===== src/rtl/trap_pkg.sv =====
package trap_pkg;

  localparam int XLEN   = 32;
  localparam int CODE_W = 5;

  typedef enum logic [1:0] {
    TK_NONE = 2'd0,
    TK_EXC  = 2'd1,
    TK_IRQ  = 2'd2,
    TK_RET  = 2'd3
  } trap_kind_e;

  localparam logic [CODE_W-1:0] CODE_ILLEGAL     = 5'd2;
  localparam logic [CODE_W-1:0] CODE_LOAD_MISAL  = 5'd4;
  localparam logic [CODE_W-1:0] CODE_LOAD_FAULT  = 5'd5;
  localparam logic [CODE_W-1:0] CODE_STORE_MISAL = 5'd6;
  localparam logic [CODE_W-1:0] CODE_STORE_FAULT = 5'd7;

  // Vector base: mode field in the two low bits is dropped.
  function automatic logic [XLEN-1:0] vec_base(input logic [XLEN-1:0] tvec);
    return {tvec[XLEN-1:2], 2'b00};
  endfunction

  // Vectored dispatch: base plus one word per interrupt number.
  function automatic logic [XLEN-1:0] vec_slot(input logic [XLEN-1:0] tvec,
                                               input logic [XLEN-1:0] num);
    return vec_base(tvec) + {num[XLEN-3:0], 2'b00};
  endfunction

  function automatic logic [XLEN-1:0] word_align(input logic [XLEN-1:0] a);
    return {a[XLEN-1:2], 2'b00};
  endfunction

  function automatic logic is_mem_code(input logic [CODE_W-1:0] c);
    return (c == CODE_LOAD_MISAL) || (c == CODE_LOAD_FAULT) ||
           (c == CODE_STORE_MISAL) || (c == CODE_STORE_FAULT);
  endfunction

  function automatic logic [XLEN-1:0] pick_tval(input logic [CODE_W-1:0] c,
                                                input logic [XLEN-1:0] addr,
                                                input logic [XLEN-1:0] insn);
    logic [XLEN-1:0] v;
    if (is_mem_code(c))            v = addr;
    else if (c == CODE_ILLEGAL)    v = insn;
    else                           v = '0;
    return v;
  endfunction

endpackage


===== src/rtl/trap_arbiter.sv =====
module trap_arbiter
  import trap_pkg::*;
#(
  parameter int NUM_IRQ = 16,
  localparam int IDW = (NUM_IRQ > 1) ? $clog2(NUM_IRQ) : 1
) (
  input  logic               exc_valid_i,
  input  logic [NUM_IRQ-1:0] irq_i,
  input  logic               mret_i,
  output trap_kind_e         kind_o,
  output logic [IDW-1:0]     irq_id_o,
  output logic [NUM_IRQ-1:0] grant_o
);

  logic [NUM_IRQ-1:0] grant;
  logic               irq_any;

  // One-hot grant: a line wins when no higher-indexed line is active.
  genvar gk;
  generate
    for (gk = 0; gk < NUM_IRQ; gk++) begin : g_grant
      if (gk == NUM_IRQ - 1) begin : g_top
        assign grant[gk] = irq_i[gk];
      end else begin : g_low
        assign grant[gk] = irq_i[gk] & ~(|irq_i[NUM_IRQ-1:gk+1]);
      end
    end
  endgenerate

  assign irq_any = |irq_i;

  always_comb begin
    irq_id_o = '0;
    for (int k = 0; k < NUM_IRQ; k++) begin
      if (grant[k]) irq_id_o = irq_id_o | IDW'(k);
    end
  end

  always_comb begin
    if (exc_valid_i)      kind_o = TK_EXC;
    else if (irq_any)     kind_o = TK_IRQ;
    else if (mret_i)      kind_o = TK_RET;
    else                  kind_o = TK_NONE;
  end

  assign grant_o = grant;

endmodule


===== src/rtl/trap_info_gen.sv =====
module trap_info_gen
  import trap_pkg::*;
#(
  parameter int NUM_IRQ = 16,
  localparam int IDW = (NUM_IRQ > 1) ? $clog2(NUM_IRQ) : 1
) (
  input  trap_kind_e        kind_i,
  input  logic [CODE_W-1:0] exc_code_i,
  input  logic [IDW-1:0]    irq_id_i,
  input  logic [XLEN-1:0]   pc_i,
  input  logic [XLEN-1:0]   next_pc_i,
  input  logic [XLEN-1:0]   fault_addr_i,
  input  logic [XLEN-1:0]   instr_i,
  input  logic [XLEN-1:0]   mtvec_i,
  input  logic [XLEN-1:0]   mepc_q_i,
  output logic              redirect_o,
  output logic [XLEN-1:0]   target_o,
  output logic              csr_we_o,
  output logic [XLEN-1:0]   mepc_o,
  output logic [XLEN-1:0]   mcause_o,
  output logic [XLEN-1:0]   mtval_o
);

  logic [XLEN-1:0] irq_num;
  assign irq_num = XLEN'(irq_id_i);

  always_comb begin
    redirect_o = 1'b0;
    csr_we_o   = 1'b0;
    target_o   = '0;
    mepc_o     = '0;
    mcause_o   = '0;
    mtval_o    = '0;
    unique case (kind_i)
      TK_EXC: begin
        redirect_o = 1'b1;
        csr_we_o   = 1'b1;
        target_o   = vec_base(mtvec_i);
        mepc_o     = word_align(pc_i);
        mcause_o   = {1'b0, {(XLEN-1-CODE_W){1'b0}}, exc_code_i};
        mtval_o    = pick_tval(exc_code_i, fault_addr_i, instr_i);
      end
      TK_IRQ: begin
        redirect_o = 1'b1;
        csr_we_o   = 1'b1;
        target_o   = vec_slot(mtvec_i, irq_num);
        mepc_o     = word_align(next_pc_i);
        mcause_o   = {1'b1, irq_num[XLEN-2:0]};
        mtval_o    = '0;
      end
      TK_RET: begin
        redirect_o = 1'b1;
        target_o   = mepc_q_i;
      end
      default: begin
      end
    endcase
  end

endmodule


===== src/rtl/trap_entry_unit.sv =====
module trap_entry_unit
  import trap_pkg::*;
#(
  parameter int NUM_IRQ = 16
) (
  input  logic               clk_i,
  input  logic               rst_ni,
  input  logic               exc_valid_i,
  input  logic [4:0]         exc_code_i,
  input  logic [31:0]        pc_i,
  input  logic [31:0]        next_pc_i,
  input  logic [31:0]        fault_addr_i,
  input  logic [31:0]        instr_i,
  input  logic [NUM_IRQ-1:0] irq_i,
  input  logic               mret_i,
  input  logic [31:0]        mtvec_i,
  output logic               redirect_o,
  output logic [31:0]        redirect_pc_o,
  output logic               csr_we_o,
  output logic [31:0]        mepc_o,
  output logic [31:0]        mcause_o,
  output logic [31:0]        mtval_o
);

  localparam int IDW = (NUM_IRQ > 1) ? $clog2(NUM_IRQ) : 1;

  // Named internal events
  trap_kind_e         trap_kind;
  logic [IDW-1:0]     irq_id;
  logic [NUM_IRQ-1:0] irq_grant;
  logic               take_trap;
  logic               nxt_redirect, nxt_we;
  logic [31:0]        nxt_target, nxt_mepc, nxt_mcause, nxt_mtval;

  logic        redirect_q, we_q;
  logic [31:0] target_q, mepc_q, mcause_q, mtval_q;

  trap_arbiter #(.NUM_IRQ(NUM_IRQ)) u_arb (
    .exc_valid_i (exc_valid_i),
    .irq_i       (irq_i),
    .mret_i      (mret_i),
    .kind_o      (trap_kind),
    .irq_id_o    (irq_id),
    .grant_o     (irq_grant)
  );

  trap_info_gen #(.NUM_IRQ(NUM_IRQ)) u_info (
    .kind_i       (trap_kind),
    .exc_code_i   (exc_code_i),
    .irq_id_i     (irq_id),
    .pc_i         (pc_i),
    .next_pc_i    (next_pc_i),
    .fault_addr_i (fault_addr_i),
    .instr_i      (instr_i),
    .mtvec_i      (mtvec_i),
    .mepc_q_i     (mepc_q),
    .redirect_o   (nxt_redirect),
    .target_o     (nxt_target),
    .csr_we_o     (nxt_we),
    .mepc_o       (nxt_mepc),
    .mcause_o     (nxt_mcause),
    .mtval_o      (nxt_mtval)
  );

  assign take_trap = nxt_we;

  always_ff @(posedge clk_i or negedge rst_ni) begin
    if (!rst_ni) begin
      redirect_q <= 1'b0;
      we_q       <= 1'b0;
      target_q   <= '0;
      mepc_q     <= '0;
      mcause_q   <= '0;
      mtval_q    <= '0;
    end else begin
      redirect_q <= nxt_redirect;
      we_q       <= take_trap;
      if (nxt_redirect) target_q <= nxt_target;
      if (take_trap) begin
        mepc_q   <= nxt_mepc;
        mcause_q <= nxt_mcause;
        mtval_q  <= nxt_mtval;
      end
    end
  end

  assign redirect_o    = redirect_q;
  assign redirect_pc_o = target_q;
  assign csr_we_o      = we_q;
  assign mepc_o        = mepc_q;
  assign mcause_o      = mcause_q;
  assign mtval_o       = mtval_q;

endmodule


===== config.mk =====
export PLATFORM = sky130hd
export DESIGN_NAME = trap_entry_unit
export DESIGN_NICKNAME = d
export VERILOG_FILES = /design/src/rtl/trap_pkg.sv /design/src/rtl/trap_arbiter.sv /design/src/rtl/trap_info_gen.sv /design/src/rtl/trap_entry_unit.sv
export SDC_FILE = /design/constraint.sdc
export NUM_CORES = 1
export LEC_CHECK = 0
export BUFFER_PORTS_ARGS = -buffer_cell sky130_fd_sc_hd__buf_2
export CORE_AREA = 2 2 122 124
export CTS_CLUSTER_DIAMETER = 150
export CTS_CLUSTER_SIZE = 16
export DETAILED_ROUTE_END_ITERATION = 6
export DIE_AREA = 0 0 124 126
export PLACE_DENSITY_LB_ADDON = 0.12
export SETUP_SLACK_MARGIN = 0.4
export SLEW_MARGIN = 25
export SYNTH_ARGS = -nofsm -noshare
export SYNTH_HDL_FRONTEND = slang
export SYNTH_SLANG_ARGS = --single-unit

===== constraint.sdc =====
create_clock -name clk_i -period 1.15 [get_ports clk_i]
set_clock_uncertainty 0.05 [all_clocks]
set_input_delay 0.0575 -clock clk_i [delete_from_list [all_inputs] [get_ports clk_i]]
set_output_delay 0.0575 -clock clk_i [all_outputs]
set_load 0.01 [all_outputs]

==> reports/results.ini <==
[floorplan]
fp-row-count = 44
die_w_um = 124
initial_core_util_pct = 39.4
io_pins = 315
core_um2 = 14300
fp.dieH_um = 126
die_area_um2 = 15600

[power]
p_per_area_nw_per_um2 = 1120
ir_drop_uv = 618
power.leakage_uw = 0.00453
fin_total_pwr_uw = 10600

[synthesis]
ys.flop_type = dfrtp_1
async_flop_share_pct = 100
synth_edf_count = 0
synth_seq_area_share_pct = 44.4
avgSynthCellArea_um2 = 9.08
yosys_warnings = 0
syn_area_um2 = 5640
synth_seq_cells = 100
postSynthCellCount = 621
synth.distinct_cells = 51

[routing]
drc = 0
detail-route-antenna-nets = 0
drt_iter0_markers = 448
wire_per_inst_um = 17.7
routed-via-count = 6566
viasPerCell = 5.43
routed_wl_um = 21500
firstDrtPassIters = 7

[global_routing]
grt_pass1_wl_um = 32400
grt_overflow = 0
grt_pass1_vias = 6487
grt_max_degree = 61
track_usage_pct = 26.7
antenna_found_initial = 0

[timing]
slew_headroom_pct = 55.4
tightest_slew_ps = 669
hold_viol_final = 58
finalCritPeriodShare_pct = 202
slew_viol_final = 0
rsz0062_at_grt = true
finalCriticalPeriod_ps = 2330
holdWs_ps = -59.1
fmax_mhz = 430
setup_violations = 100
worst_slack_ps = -1180

[worst_setup_path]
crit-reg2reg-launch = mepc_o[19]
reg2reg_depth = 3
cp_top_family = simple AND/OR/NAND/NOR gates
timing.rr.end = redirect_pc_o[19]
reg2reg_slack_ps = -20
startpoint_type = primary input
crit_end = redirect_pc_o[18]
crit_buf_inv = 1
startpoint = irq_i[9]
arrival_ps = 2500
crit_cells = 12
critPathMaxStageDelay_ps = 530
slowest_stage = or4_4
worstPathRequired_ps = 1330
crit_fanout = 6
critPathKind = in2reg
crit_path_end_kind = flop
cp_cell_sequence = buf_6, or4_4, nand2b_4, a21oi_2, a211o_1, ha_4, fa_2, a211oi_4, or2_4, o41a_1, o21ai_1, a2bb2oi_1

[layout]
fillers = 1190
ff_latch_area_um2 = 2500
layout_commonest_cell = buf_2
syn2layout_area_growth_pct = 67.4
multi_input_area_um2 = 3190
fin_nets = 1216
layout-drive-gt1-share_pct = 47.0
post-route-util_pct = 66.0
final_cell_mix = buf_2 (243), buf_4 (105), dfrtp_1 (100)
n_antenna_cell = 0

[placement]
port_buffers = 278
routabilityCongestion = 0.853
hpwl_um = 14700
post-place-ws_ps = -1580

[clocking]
cts_hold_repair.buffers = 28
cts_buffer_depth = 2
cts.clk_slew.worst_paths_ps = 70
cts_sinks = 100
htree_levels = 3
clock_latency_ps = 350
root_buffer = clkbuf_16
cts_tree = done
numCtsBuffers = 9

[min_path]
hold_class = in2reg

[run_status]
status = complete, but fails checks
violations = negative hold slack, negative setup slack

[job]
maxCapViolCount = 0

[cells in the mapped netlist, drive strengths merged (2+ instances only)]
cell type	number	area, um^2
o31a	7	61.3
ha	9	113
a21oi	20	100
clkbuf	41	154
a222oi	4	40.0
a22oi	65	488
a2bb2oi	19	166
a31oi	3	18.8
a21o	2	15.0
and4	6	52.6
nor3b	2	15.0
nor2	15	56.3
nor3	6	30.0
nand3	11	55.1
xor2	9	78.8
inv	13	48.8
dfrtp	100	2500
o21ai	92	460
or4	2	18.8
nand2	84	315
nand2b	7	43.8
nor4	14	93.8
buf	36	256
xnor2	5	43.8
and3	2	12.5
nand4	5	37.5
a221oi	25	219
[cell families (layout without fill, tap and decap cells)]
kind of cell | after synthesis | after routing | share of synthesized area [%]
xor gates and xnor gates | 14 | 14 | 2.17
DFF | 100 | 100 | 44.4
and+or+nand+nor | 157 | 158 | 13.3
buffers and inverters | 91 | 465 | 8.21
adders and majority gates | 10 | 10 | 2.35
muxes | 1 | 1 | 0.200
AOI/OAI and AO/OA | 247 | 248 | 29.3
other | 1 | 30 | 0.0665
[final cells by class]
class                      count  share of cell area (%)
clock buffer                  12                    2.61
multi-input combinational    461                    33.8
sequential                   100                    26.5
timing repair buffer         435                    33.3
inverter                      14                   0.596
clock inverter                 4                   0.768
tap                          184                    2.44
[power breakdown]
group	switching, uW	internal (uW)	leakage (uW)
logic	1510	1650	0.00309
registers	276	3860	0.00128
clock network	1340	1970	0.000153
[worst min-delay path by stage]
stage | endpoint | cells after the start | slack (ps) | startpoint
3_5_place_dp | mepc_o[12] | 1 | -90 | rst_ni
3_3_place_gp | mepc_o[13] | 1 | -80 | rst_ni
6_report | mtval_o[8] | 3 | -60 | fault_addr_i[8]
4_1_cts | mtval_o[16] | 3 | -50 | fault_addr_i[16]
2_1_floorplan | csr_we_o | 0 | -290 | rst_ni
5_1_grt | mtval_o[16] | 3 | -40 | fault_addr_i[16]
[registers in the layout (all words and copies together) (netlist names)]
signal,cells
redirect_o,1
mepc_o,30
mtval_o,32
redirect_pc_o,30
csr_we_o,1
mcause_o,6
[per-stage QoR]
stage	cells	TNS [ps]	instance area [um^2]	hold slack (ps)
after floorplan	650	-91700	5880	-288
final	1210	-86930	9440	-59.1
after detailed placement	1123	-129910	7840	-85.1
after global routing	1210	-96480	9440	-44.1
after global placement	1123	-124710	7840	-84.4
after CTS	1183	-84910	8980	-53.0
[what timing repair did]
action | 4_1_cts | 5_1_grt
hold endpoints to repair | 164 | 28
pin swaps | 20 | 30
setup endpoints to repair | 200 | 200
gates cloned | 6 | 0
gates resized for setup | 72 | 67
buffers inserted | 10 | 27
[worst register-to-register path, delay by kind of cell (launching register included)]
family | cells | cell delay [ps]
buffers and inverters | 1 | 180
flip-flops | 1 | 400
AO/OA/AOI/OAI | 2 | 430
[per-layer routing]
metal  global-route usage [%]  wire length, um  vias up
met5                        0                0        -
met4                     9.85              488        0
met3                     4.53             1530       34
met2                     47.5            11200      303
met1                     31.9             8270     3164
li1                         -                -     3065
Note: power is estimated with default switching activity, not from simulation.
